## src/rtl/uart_reg_pkg.sv

```systemverilog
package uart_reg_pkg;

  localparam int BUS_W = 8;

  // control byte layout: bit 7 is the request, the rest is format
  typedef struct packed {
    logic       tx_req;
    logic       rx_irq_en;
    logic       brk;
    logic       two_stop;
    logic       par_even;
    logic       par_en;
    logic [1:0] wlen;
  } ctrl_t;

  typedef struct packed {
    logic       shift_empty;
    logic       thr_empty;
    logic [1:0] zero;
    logic       ferr;
    logic       perr;
    logic       ovr;
    logic       rdy;
  } stat_t;

  // next control value after a control write of byte d
  function automatic ctrl_t ctrl_after_write(ctrl_t cur, logic [BUS_W-1:0] d);
    ctrl_t r;
    if (d[BUS_W-1]) begin
      r        = cur;
      r.tx_req = 1'b1;
    end else begin
      r = ctrl_t'(d);
    end
    return r;
  endfunction

  function automatic logic [3:0] data_bits_of(logic [1:0] code);
    return 4'd5 + {2'b00, code};
  endfunction

endpackage

```

## src/rtl/uart_bus_decode.sv

```systemverilog
module uart_bus_decode #(
  parameter int CS_N = 3
) (
  input  logic            clk,
  input  logic            clear_n,
  input  logic [CS_N-1:0] cs,
  input  logic            reg_sel,
  input  logic            rd_wr,
  input  logic            strobe,
  output logic            selected,
  output logic            rd_hold,
  output logic            rd_ctrl,
  output logic            wr_thr,
  output logic            wr_ctrl,
  output logic            rd_rhr,
  output logic            rd_stat
);

  logic strobe_q;
  logic strobe_rise;

  always_ff @(posedge clk or negedge clear_n) begin
    if (!clear_n) strobe_q <= 1'b0;
    else          strobe_q <= strobe;
  end

  assign selected    = &cs;
  assign strobe_rise = strobe & ~strobe_q;

  // combinational read routing, no strobe needed
  assign rd_hold = selected & rd_wr & ~reg_sel;
  assign rd_ctrl = selected & rd_wr & reg_sel;

  // one event per strobe rising edge
  assign wr_thr  = strobe_rise & selected & ~rd_wr & ~reg_sel;
  assign wr_ctrl = strobe_rise & selected & ~rd_wr & reg_sel;
  assign rd_rhr  = strobe_rise & rd_hold;
  assign rd_stat = strobe_rise & rd_ctrl;

endmodule

```

## src/rtl/uart_ctrl_reg.sv

```systemverilog
module uart_ctrl_reg
  import uart_reg_pkg::*;
(
  input  logic             clk,
  input  logic             clear_n,
  input  logic             wr_ctrl,
  input  logic [BUS_W-1:0] wdata,
  output ctrl_t            ctrl,
  output logic             tr_rise
);

  ctrl_t ctrl_q;

  always_ff @(posedge clk or negedge clear_n) begin
    if (!clear_n)     ctrl_q <= '0;
    else if (wr_ctrl) ctrl_q <= ctrl_after_write(ctrl_q, wdata);
  end

  assign ctrl    = ctrl_q;
  assign tr_rise = wr_ctrl & wdata[BUS_W-1] & ~ctrl_q.tx_req;

endmodule

```

## src/rtl/uart_stat_reg.sv

```systemverilog
module uart_stat_reg
  import uart_reg_pkg::*;
(
  input  logic             clk,
  input  logic             clear_n,
  input  logic             wr_thr,
  input  logic             rd_rhr,
  input  logic             rd_stat,
  input  logic [BUS_W-1:0] wdata,
  input  logic             tx_take,
  input  logic             tx_shift_empty,
  input  logic             rx_valid,
  input  logic [BUS_W-1:0] rx_byte,
  input  logic             rx_perr,
  input  logic             rx_ferr,
  input  logic             tx_req,
  input  logic             rx_irq_en,
  input  logic             tr_rise,
  output stat_t            stat,
  output logic [BUS_W-1:0] rhr,
  output logic [BUS_W-1:0] thr,
  output logic             thr_full,
  output logic             irq_set,
  output logic             irq_pend
);

  logic             rdy_q, ovr_q, perr_q, ferr_q;
  logic             full_q, pend_q, tsre_q;
  logic [BUS_W-1:0] rhr_q, thr_q;
  logic             tsre_rise, thr_drain, rx_evt, tx_evt, irq_clr;

  assign tsre_rise = tx_shift_empty & ~tsre_q;
  assign thr_drain = tx_take & ~wr_thr;
  assign rx_evt    = rx_valid & rx_irq_en;
  assign tx_evt    = (tx_req & (thr_drain | (tsre_rise & ~full_q)))
                   | (tr_rise & ~full_q);
  assign irq_set   = rx_evt | tx_evt;
  assign irq_clr   = rd_stat | wr_thr;

  // receive side
  always_ff @(posedge clk or negedge clear_n) begin
    if (!clear_n) begin
      rhr_q  <= '0;
      rdy_q  <= 1'b0;
      ovr_q  <= 1'b0;
      perr_q <= 1'b0;
      ferr_q <= 1'b0;
    end else begin
      if (rx_valid) begin
        rhr_q  <= rx_byte;
        rdy_q  <= 1'b1;
        perr_q <= rx_perr;
        ferr_q <= rx_ferr;
      end else if (rd_rhr) begin
        rdy_q <= 1'b0;
      end
      if (rx_valid && rdy_q && !rd_rhr) ovr_q <= 1'b1;
      else if (rd_stat)                 ovr_q <= 1'b0;
    end
  end

  // transmit holding side
  always_ff @(posedge clk or negedge clear_n) begin
    if (!clear_n) begin
      thr_q  <= '0;
      full_q <= 1'b0;
      tsre_q <= 1'b1;
    end else begin
      tsre_q <= tx_shift_empty;
      if (wr_thr) begin
        thr_q  <= wdata;
        full_q <= 1'b1;
      end else if (tx_take) begin
        full_q <= 1'b0;
      end
    end
  end

  // interrupt: a new event wins over a release in the same cycle
  always_ff @(posedge clk or negedge clear_n) begin
    if (!clear_n)     pend_q <= 1'b0;
    else if (irq_set) pend_q <= 1'b1;
    else if (irq_clr) pend_q <= 1'b0;
  end

  always_comb begin
    stat             = '0;
    stat.shift_empty = tx_shift_empty;
    stat.thr_empty   = ~full_q;
    stat.ferr        = ferr_q;
    stat.perr        = perr_q;
    stat.ovr         = ovr_q;
    stat.rdy         = rdy_q;
  end

  assign rhr      = rhr_q;
  assign thr      = thr_q;
  assign thr_full = full_q;
  assign irq_pend = pend_q;

endmodule

```

## src/rtl/uart_cpu_regs.sv

```systemverilog
module uart_cpu_regs
  import uart_reg_pkg::*;
#(
  parameter int CS_N = 3
) (
  input  logic            clk,
  input  logic            clear_n,
  input  logic [CS_N-1:0] cs,
  input  logic            reg_sel,
  input  logic            rd_wr,
  input  logic            strobe,
  input  logic [7:0]      wdata,
  output logic [7:0]      rdata,
  output logic [7:0]      thr_data,
  output logic            thr_full,
  input  logic            tx_take,
  input  logic            tx_shift_empty,
  input  logic            tx_serial,
  input  logic            rx_valid,
  input  logic [7:0]      rx_byte,
  input  logic            rx_perr,
  input  logic            rx_ferr,
  output logic [3:0]      data_bits,
  output logic            par_en,
  output logic            par_even,
  output logic            two_stop,
  output logic            rts_n,
  output logic            irq_n,
  output logic            sdo
);

  // named internal events, also used by the checker
  logic             selected, rd_hold, rd_ctrl;
  logic             wr_thr, wr_ctrl, rd_rhr, rd_stat;
  logic             tr_rise, irq_set, irq_pend;
  ctrl_t            ctrl;
  stat_t            stat;
  logic [BUS_W-1:0] rhr;

  uart_bus_decode #(.CS_N(CS_N)) u_dec (
    .clk      (clk),
    .clear_n  (clear_n),
    .cs       (cs),
    .reg_sel  (reg_sel),
    .rd_wr    (rd_wr),
    .strobe   (strobe),
    .selected (selected),
    .rd_hold  (rd_hold),
    .rd_ctrl  (rd_ctrl),
    .wr_thr   (wr_thr),
    .wr_ctrl  (wr_ctrl),
    .rd_rhr   (rd_rhr),
    .rd_stat  (rd_stat)
  );

  uart_ctrl_reg u_ctrl (
    .clk     (clk),
    .clear_n (clear_n),
    .wr_ctrl (wr_ctrl),
    .wdata   (wdata),
    .ctrl    (ctrl),
    .tr_rise (tr_rise)
  );

  uart_stat_reg u_stat (
    .clk            (clk),
    .clear_n        (clear_n),
    .wr_thr         (wr_thr),
    .rd_rhr         (rd_rhr),
    .rd_stat        (rd_stat),
    .wdata          (wdata),
    .tx_take        (tx_take),
    .tx_shift_empty (tx_shift_empty),
    .rx_valid       (rx_valid),
    .rx_byte        (rx_byte),
    .rx_perr        (rx_perr),
    .rx_ferr        (rx_ferr),
    .tx_req         (ctrl.tx_req),
    .rx_irq_en      (ctrl.rx_irq_en),
    .tr_rise        (tr_rise),
    .stat           (stat),
    .rhr            (rhr),
    .thr            (thr_data),
    .thr_full       (thr_full),
    .irq_set        (irq_set),
    .irq_pend       (irq_pend)
  );

  always_comb begin
    if (rd_ctrl)      rdata = stat;
    else if (rd_hold) rdata = rhr;
    else              rdata = '0;
  end

  assign data_bits = data_bits_of(ctrl.wlen);
  assign par_en    = ctrl.par_en;
  assign par_even  = ctrl.par_even;
  assign two_stop  = ctrl.two_stop;
  assign rts_n     = ~ctrl.tx_req;
  assign irq_n     = ~irq_pend;
  assign sdo       = ~clear_n | (~ctrl.brk & tx_serial);

endmodule

```

## config.mk

```make
export PLATFORM = sky130hd
export DESIGN_NAME = uart_cpu_regs
export DESIGN_NICKNAME = d
export VERILOG_FILES = /design/src/rtl/uart_reg_pkg.sv /design/src/rtl/uart_bus_decode.sv /design/src/rtl/uart_ctrl_reg.sv /design/src/rtl/uart_stat_reg.sv /design/src/rtl/uart_cpu_regs.sv
export SDC_FILE = /design/constraint.sdc
export NUM_CORES = 1
export LEC_CHECK = 0
export BUFFER_PORTS_ARGS = -buffer_cell sky130_fd_sc_hd__buf_4
export CORE_ASPECT_RATIO = 1.1
export CORE_UTILIZATION = 48
export CTS_BUF_LIST = sky130_fd_sc_hd__clkbuf_16
export DETAILED_ROUTE_END_ITERATION = 10
export HOLD_SLACK_MARGIN = 0.08
export PLACE_DENSITY_LB_ADDON = 0.3
export SYNTH_ARGS = -nofsm -noshare
export SYNTH_HDL_FRONTEND = slang
export SYNTH_SLANG_ARGS = --single-unit
```

## constraint.sdc

```tcl
create_clock -name clk -period 1.7 [get_ports clk]
set_input_delay 0.255 -clock clk [delete_from_list [all_inputs] [get_ports clk]]
set_output_delay 0.255 -clock clk [all_outputs]
set_load 0.03 [all_outputs]
```

Yosys cells after proc, flatten, opt, wreduce, memory -nomap -nowiden. Cells that the tools add are included. W data, S select, Z words.

Register bits: 32. Bits of input ports: 30. Output and inout bits: 27.

Bitwise operators: 35. Add/subtract/negate cells: 1. Reduce and logical (&&, ||, !) cells: 9. Mux-type cells: 11.

Operators with widths (count): $mux W8 (3); $and A1 B1 Y1 (19); $not A1 Y1 (11); $mux W1 (8); $reduce_bool A2 Y1 (4); $or A1 B1 Y1 (5); $add A3 B2 Y4 const A (1); $reduce_and A3 Y1 (1); $logic_and A1 B1 Y1 (2); $reduce_and A2 Y1 (1); $logic_not A1 Y1 (1).

Depth between registers and ports, before layout. Gate-level depths: netlist of run 1.

Depth after elaboration: 12. Gate-level depth with buffers: 5. Depth with buffers taken out: 4.

By module. From an unflattened synthesis of run 1, not the netlist that was laid out.

Cell total of the unflattened synthesis: 120. Area total of the unflattened synthesis: 1582.8 um^2.

Modules (own cells, without submodules): uart_stat_reg (area an instance 968.4 um^2, cells each 65, times used 1); uart_ctrl_reg (area an instance 346.6 um^2, cells each 21, times used 1); uart_cpu_regs (area an instance 151.4 um^2, cells each 22, times used 1); uart_bus_decode (area an instance 116.4 um^2, cells each 12, times used 1).

Least setup slack after synthesis of run 1. OpenSTA, ideal clock, no wires.

Kind: register to register. Start point: register u_dec.strobe_q. End point: register u_ctrl.ctrl_q, in the netlist u_ctrl.ctrl[0]. Clock period less this slack: 1.359 ns. Setup time: 0.125 ns. Data required time: 1.575 ns. Arrival: 1.234 ns. Cell stages (with the launch flop): 5. Setup slack: 0.341 ns. Cell sequence: dfrtp_1 nor2b_4 nand4b_4 nor2_8 mux2_4.

Word-level cells in the longest chain between the ends: 6.

RTL lines: from (decl) (RTL line uart_bus_decode.sv:19) `logic strobe_q;`; from (signal assigned) (RTL line uart_bus_decode.sv:24) `else strobe_q <= strobe;`; $not A1 Y1 (RTL line uart_bus_decode.sv:28) `assign strobe_rise = strobe & ~strobe_q;`; $and A1 B1 Y1 (RTL line uart_bus_decode.sv:28); $and A1 B1 Y1 (3 in a row) (RTL line uart_bus_decode.sv:36) `assign wr_ctrl = strobe_rise & selected & ~rd_wr & reg_sel;`; $reduce_and A2 Y1 (no source line); to (signal assigned) (RTL line uart_ctrl_reg.sv:16) `else if (wr_ctrl) ctrl_q <= ctrl_after_write(ctrl_q, wdata);`; to (decl) (RTL line uart_ctrl_reg.sv:12) `ctrl_t ctrl_q;`.

No other way between the ends. A chain may end at the register's enable or synchronous reset.

Worst setup path in the final report of run 1.
Start point: register u_dec.strobe_q. End point: register u_ctrl.ctrl_q, in the netlist u_ctrl.ctrl[6].

Same word-level chain as after synthesis.

==> out/metrics.cfg, run 1 <==
[sta]
setup_tns_ps = 0
finalHoldViolCount = 0
finClkSkew_ps = 5.09
relSlewSlack = 0.736
setup_viol = 0
clock.fmax_mhz = 669
tightestPinTransition_ps = 396
rsz0062_at_grt = no
post-route-period-util = 0.879
min_period_ps = 1490
slew_violations = 0

[drt]
drtPass1Iterations = 4
avgRoutedWirePerCell_um = 16.4
vias_per_cell = 5.27
vias = 1070
drc = 0
wl_mm = 3.33
ant_nets = 0
drtIter0Drc = 19

[floorplanning]
die_x_um = 54.9
start_util = 0.518
core_um2 = 2850
row_count = 20
fp.dieArea_um2 = 3300
die_h_um = 60.2
ios = 57

[critical_path]
crit_type = flop to flop
end_kind = flop
path_max_fanout = 7
r2r-end = u_ctrl.ctrl[6]
critical_path_arrival_ps = 1650
worstReg2RegStart = u_dec.strobe_q
r2r_cells = 4
required_ps = 1860
startpoint_type = flop
ff2ff_setup_slack_ps = 210

[logic_synthesis]
synth_cell_type_count = 28
netlist_instances = 105
synth_edf_count = 0
synth.ff_latch_count = 32
synthTopCellsByArea = dfrtp_1, mux2_2, mux2_4, mux2i_1, dfstp_2
ys_seq_area_frac = 0.543
netlist_area_um2 = 1480
post-synth-top-area-fraction = 0.525
synth_fp_nets = 136
yosysWarnings = 0
yosys.area.top_type = dfrtp_1
avgSynthCellArea_um2 = 14.1
synthFlopType = dfrtp_1
synth-async-reset-ratio = 1.00

[global_route]
antenna_found_initial = 0
use_met2 = 0.372
grt_pass1_vias = 1048
met3_usage = 0.0712
grt_overflow = 0
grt_use_total = 0.227
grt_max_degree = 33
use_met1 = 0.273
top_usage_layer = met2
grt_pass1_wl_mm = 5.02

[cells_and_area]
finalNetCount = 200
fin_util = 0.732
antenna_cells = 0
final_area_um2 = 2090
layout-drive-gt1-share = 0.588
syn_to_final_growth_pct = 41.2

[clock_network]
post_cts_buffers = 0
path_clk_slew_ps = 50
clock-sinks = 32
cts_tree = done
cts_buffers = 5
htreeDepth = 2
cts_buffer_depth = 2
root_buffer = clkbuf_16
clkLatencyLatePin_ps = 270

[placed_design]
place_congestion = 0.787
port_buffers = 56
detailed_place_hpwl_mm = 2.33
place_area_um2 = 1940

[power_and_ir_drop]
vdd_drop_max_v = 0.000971
p_leak_nw = 1.07
power_mw = 2.12
pwr_density_cell_nw_per_um2 = 1020

[worst_hold_path]
hold_start = strobe
worstHoldPathCells = 1
hold_path_end = u_dec.strobe_q
worstHoldPathType = primary input to flop

[run_status]
outcome = finished clean

[run]
max_cap_viol_count = 0

==> worst max-delay path, cell delays in order, from the launching register on <==
cell and delay (ps):
dfrtp_1 390, nor2b_4 240, nand4b_4 190, nor2_8 230
mux2_4 330
==> kinds of logic (layout without fill, tap and decap cells) <==
| kind of cell | count (synthesis) | after routing | synth area share |
|---|---|---|---|
| DFF | 32 | 32 | 0.543 |
| buffers and inverters | 8 | 73 | 0.0262 |
| adders and majority gates | 1 | 1 | 0.00847 |
| and+or+nand+nor | 22 | 22 | 0.119 |
| muxes | 32 | 32 | 0.257 |
| AOI/OAI and AO/OA | 10 | 10 | 0.0466 |
==> cell type report <==
class | count | area, um^2
Clock buffer | 5 | 125
Tap cell | 33 | 41.3
Multi-Input combinational cell | 65 | 637
Timing Repair Buffer | 59 | 445
Fill cell | 208 | 766
Sequential cell | 32 | 802
Clock inverter | 3 | 13.8
Inverter | 6 | 22.5
==> through the flow <==
stage / hold slack, ps / setup WS, ps / instances
CTS: 98.6 / 205 / 203
floorplan: -40.6 / 341 / 105
global placement: 333 / 290 / 194
finish: 103 / 206 / 203
global route: 100 / 165 / 203
detailed placement: 332 / 229 / 194
==> layout by cell type (no fill, tap or decap), drive strengths merged, types with 2 or more instances in the layout <==
cell,instances
and2,2
clkbuf,5
buf,58
o21ai,2
a21oi,3
clkinv,3
nand2,3
nand3,3
inv,6
mux2i,6
nor2,10
dfrtp,31
mux2,26
==> Yosys cell counts, drive strengths merged (2+ instances only) <==
master,number
nand2,3
dfrtp,31
a21oi,3
o21ai,2
nor2,10
inv,6
mux2i,6
nand3,3
and2,2
buf,2
mux2,26
==> routing by layer <==
metal | vias up | wire [um]
met5 | - | 0
met4 | 0 | 37
met3 | 4 | 183
met2 | 33 | 1790
li1 | 500 | -
met1 | 533 | 1320
==> registers in the layout, indices dropped and copies added, names as in the netlist <==
| name | count |
|---|---|
| u_ctrl.ctrl | 8 |
| u_dec.strobe_q | 1 |
| u_stat.ferr_q | 1 |
| u_stat.irq_pend | 1 |
| u_stat.ovr_q | 1 |
| u_stat.perr_q | 1 |
| u_stat.rdy_q | 1 |
| u_stat.rhr | 8 |
| u_stat.thr | 8 |
| u_stat.thr_full | 1 |
| u_stat.tsre_q | 1 |
==> how the worst max path moves through the flow <==
stage | start | to | depth (start not counted)
after floorplan | u_dec.strobe_q | u_ctrl.ctrl[0] | 4
after detailed placement | u_dec.strobe_q | u_ctrl.ctrl[6] | 4
after CTS | u_dec.strobe_q | u_ctrl.ctrl[6] | 4
after global routing | u_dec.strobe_q | u_ctrl.ctrl[2] | 4
final | u_dec.strobe_q | u_ctrl.ctrl[6] | 4
after global placement | u_dec.strobe_q | u_ctrl.ctrl[5] | 4
==> what timing repair did <==
item	CTS	global route
gates resized for setup	0	0
hold endpoints to repair	31	0
hold buffers	1	0
==> power breakdown <==
group / switching (mW) / internal (mW) / total, mW
logic: 0.216 / 0.193 / 0.409
clock network: 0.300 / 0.530 / 0.830
registers: 0.0449 / 0.838 / 0.882
total: 0.561 / 1.56 / 2.12
Power figures use the tool's default switching activity.
==> run 2, diff against run 1 <==
==> constraint.sdc (replaced) <==
create_clock -name clk -period 1.7 [get_ports clk]
set_input_delay 0 -clock clk [delete_from_list [all_inputs] [get_ports clk]]
set_output_delay 0 -clock clk [all_outputs]
set_load 0.03 [all_outputs]
==> run 2 against run 1 <==
  * Flip-flop and latch count did not move
  * Register-to-register slack improved by 30 ps
  * Die area stayed put
  * Wire length grew 6.8%
  * Non-clock buffer count is 21 higher
  * Final cell count rose by 10%
  * Critical path type unchanged
  * Cell area up 10%
  * Largest power group unchanged
  * Highest routed layer unchanged
  * Clock skew decreased by 0.69 ps
  * Maximum frequency up 2.1%
  * Combinational power is 9.8% higher
  * Critical path depth did not move
  * Critical endpoint is now u_ctrl.ctrl[3]
  * Sequential power about the same
==> out/metrics.cfg, run 2 (synthesized netlist as in run 1, its figures left out) <==
[run_status]
outcome = finished clean  ; unchanged

[critical_path]
critPathSlowestCell = dfrtp_1  ; unchanged
required_ps = 1850  ; was 1860 ps
crit_type = flop to flop  ; unchanged
path_max_fanout = 7  ; unchanged
crit_path_cell_trace = nor2b_4 > nand4b_4 > nor2_8 > mux2_4  ; unchanged
critical_path_arrival_ps = 1620  ; was 1650 ps
startpoint_type = flop  ; unchanged
slowest_delay_ps = 390  ; about the same
end_kind = flop  ; unchanged

[floorplanning]
ios = 57  ; unchanged
row_count = 20  ; unchanged
die_h_um = 60.2  ; unchanged
die_x_um = 54.9  ; unchanged
core_um2 = 2850  ; unchanged
fp.dieArea_um2 = 3300  ; unchanged
start_util = 0.518  ; unchanged

[global_route]
grt_overflow = 0  ; unchanged
grt_pass1_wl_mm = 5.31  ; was 5.02 mm
antenna_found_initial = 0  ; unchanged
grt_max_degree = 33  ; unchanged
grt_use_total = 0.243  ; was 0.227
grt_pass1_vias = 1161  ; was 1048

[sta]
finalHoldViolCount = 0  ; unchanged
rsz0062_at_grt = no  ; unchanged
post-route-period-util = 0.861  ; was 0.879
finClkSkew_ps = 4.40  ; was 5.09 ps
slew_violations = 0  ; unchanged
setup_tns_ps = 0  ; unchanged
tightestPinTransition_ps = 401  ; was 396 ps
setup_ws_ps = 237  ; was 206 ps
hold_slack_ps = 148  ; was 103 ps
min_period_ps = 1460  ; was 1490 ps
relSlewSlack = 0.733  ; was 0.736
setup_viol = 0  ; unchanged
clock.fmax_mhz = 684  ; was 669 MHz

[cells_and_area]
finalNetCount = 221  ; was 200
layout-drive-gt1-share = 0.508  ; was 0.588
fin_util = 0.805  ; was 0.732
antenna_cells = 0  ; unchanged
final_cell_mix = buf_4, dfrtp_1, dlygate4sd3_1, mux2_2, inv_1  ; was buf_4, dfrtp_1, mux2_2, nor2_1, mux2_4
fin_cells = 224  ; was 203
final_area_um2 = 2300  ; was 2090 um^2
layout_commonest_cell = buf_4  ; unchanged
syn_to_final_growth_pct = 55.5  ; was 41.2%

[placed_design]
dp.cells = 193  ; was 194
port_buffers = 56  ; unchanged
detailed_place_hpwl_mm = 2.26  ; was 2.33 mm
place_congestion = 0.809  ; was 0.787
dp_slack_ps = 249  ; was 229 ps
place_area_um2 = 1930  ; was 1940 um^2

[clock_network]
clkLatencyLatePin_ps = 270  ; about the same
cts_buffer_depth = 2  ; unchanged
cts_tree = done  ; unchanged
root_buffer = clkbuf_16  ; unchanged
cts_buffers = 5  ; unchanged
htreeDepth = 2  ; unchanged
clock-sinks = 32  ; unchanged
post_cts_buffers = 0  ; unchanged
path_clk_slew_ps = 50  ; about the same

[power_and_ir_drop]
cell_internal_pwr_mw = 1.59  ; was 1.56 mW
power_mw = 2.14  ; was 2.12 mW
p_clk_frac = 0.378  ; was 0.391
vdd_drop_max_v = 0.00106  ; was 0.000971 V
combPwrFrac = 0.210  ; was 0.193
power.switching_mw = 0.556  ; was 0.561 mW
p_leak_nw = 1.16  ; was 1.07 nW
power_switching_share = 0.259  ; was 0.264
pwr_density_cell_nw_per_um2 = 933  ; was 1020 nW/um^2
seqPwrFrac = 0.412  ; was 0.416

[drt]
wl_mm = 3.55  ; was 3.33 mm
ant_nets = 0  ; unchanged
drtIter0Drc = 19  ; unchanged
drc = 0  ; unchanged
drtPass1Iterations = 4  ; unchanged
avgRoutedWirePerCell_um = 15.9  ; was 16.4 um
vias_per_cell = 5.22  ; was 5.27
vias = 1169  ; was 1070

[worst_hold_path]
worstHoldPathType = primary input to flop  ; unchanged

[run]
max_cap_viol_count = 0  ; unchanged

## run 2: changes by cell type in the layout (fill, tap and decap cells not counted)
cell / change
dlygate4sd3_1: +22
clkinv_2: -2
inv_1: +2
buf_4: -1
## run 2: final cells by class
| class | instances | area (um^2) |
|---|---|---|
| timing repair buffer | 80 | 658 |
| inverter | 6 | 22.5 |
| multi-input combinational | 65 | 637 |
| fill | 161 | 556 |
| tap | 33 | 41.3 |
| clock buffer | 5 | 125 |
| clock inverter | 3 | 11.3 |
| sequential | 32 | 802 |
## run 2: routing by layer
metal,wire length [um],track usage
met1,1430,0.265
met2,1930,0.420
met3,161,0.0967
met4,25,0.0786
met5,0,0
## run 2: worst paths after layout
kind	from	endpoint	slack, ps	cells past startpoint
hold reg to reg	u_stat.ovr_q	u_stat.ovr_q	490	1
setup reg to reg	u_dec.strobe_q	u_ctrl.ctrl[3]	240	4
hold / removal	reg_sel	u_stat.ovr_q	150	3
max in group asynchronous	clear_n	u_stat.tsre_q	1060	3
setup / recovery	u_dec.strobe_q	u_ctrl.ctrl[3]	240	4
min in group asynchronous	clear_n	u_stat.rhr[1]	320	3
## run 2: power by group through the flow
stage	Clock, mW	Sequential [mW]	Combinational [mW]
after floorplan	0	0.946	0.168
after global placement	0	0.887	0.394
after detailed placement	0	0.891	0.405
after CTS	0.829	0.881	0.450
after global routing	0.871	0.890	0.478
final	0.811	0.883	0.449
## run 2: repair_timing
item,in CTS,in global routing
gates resized for setup,0,0
hold buffers,23,0
setup endpoints to repair,0,0
endpoints found under the hold margin,62,0
## run 2: critical path, delay by kind of cell, from the launching register on
kind	cells	cell delay, ps
multiplexers	1	320
AND/OR/NAND/NOR	3	630
flip-flops	1	390
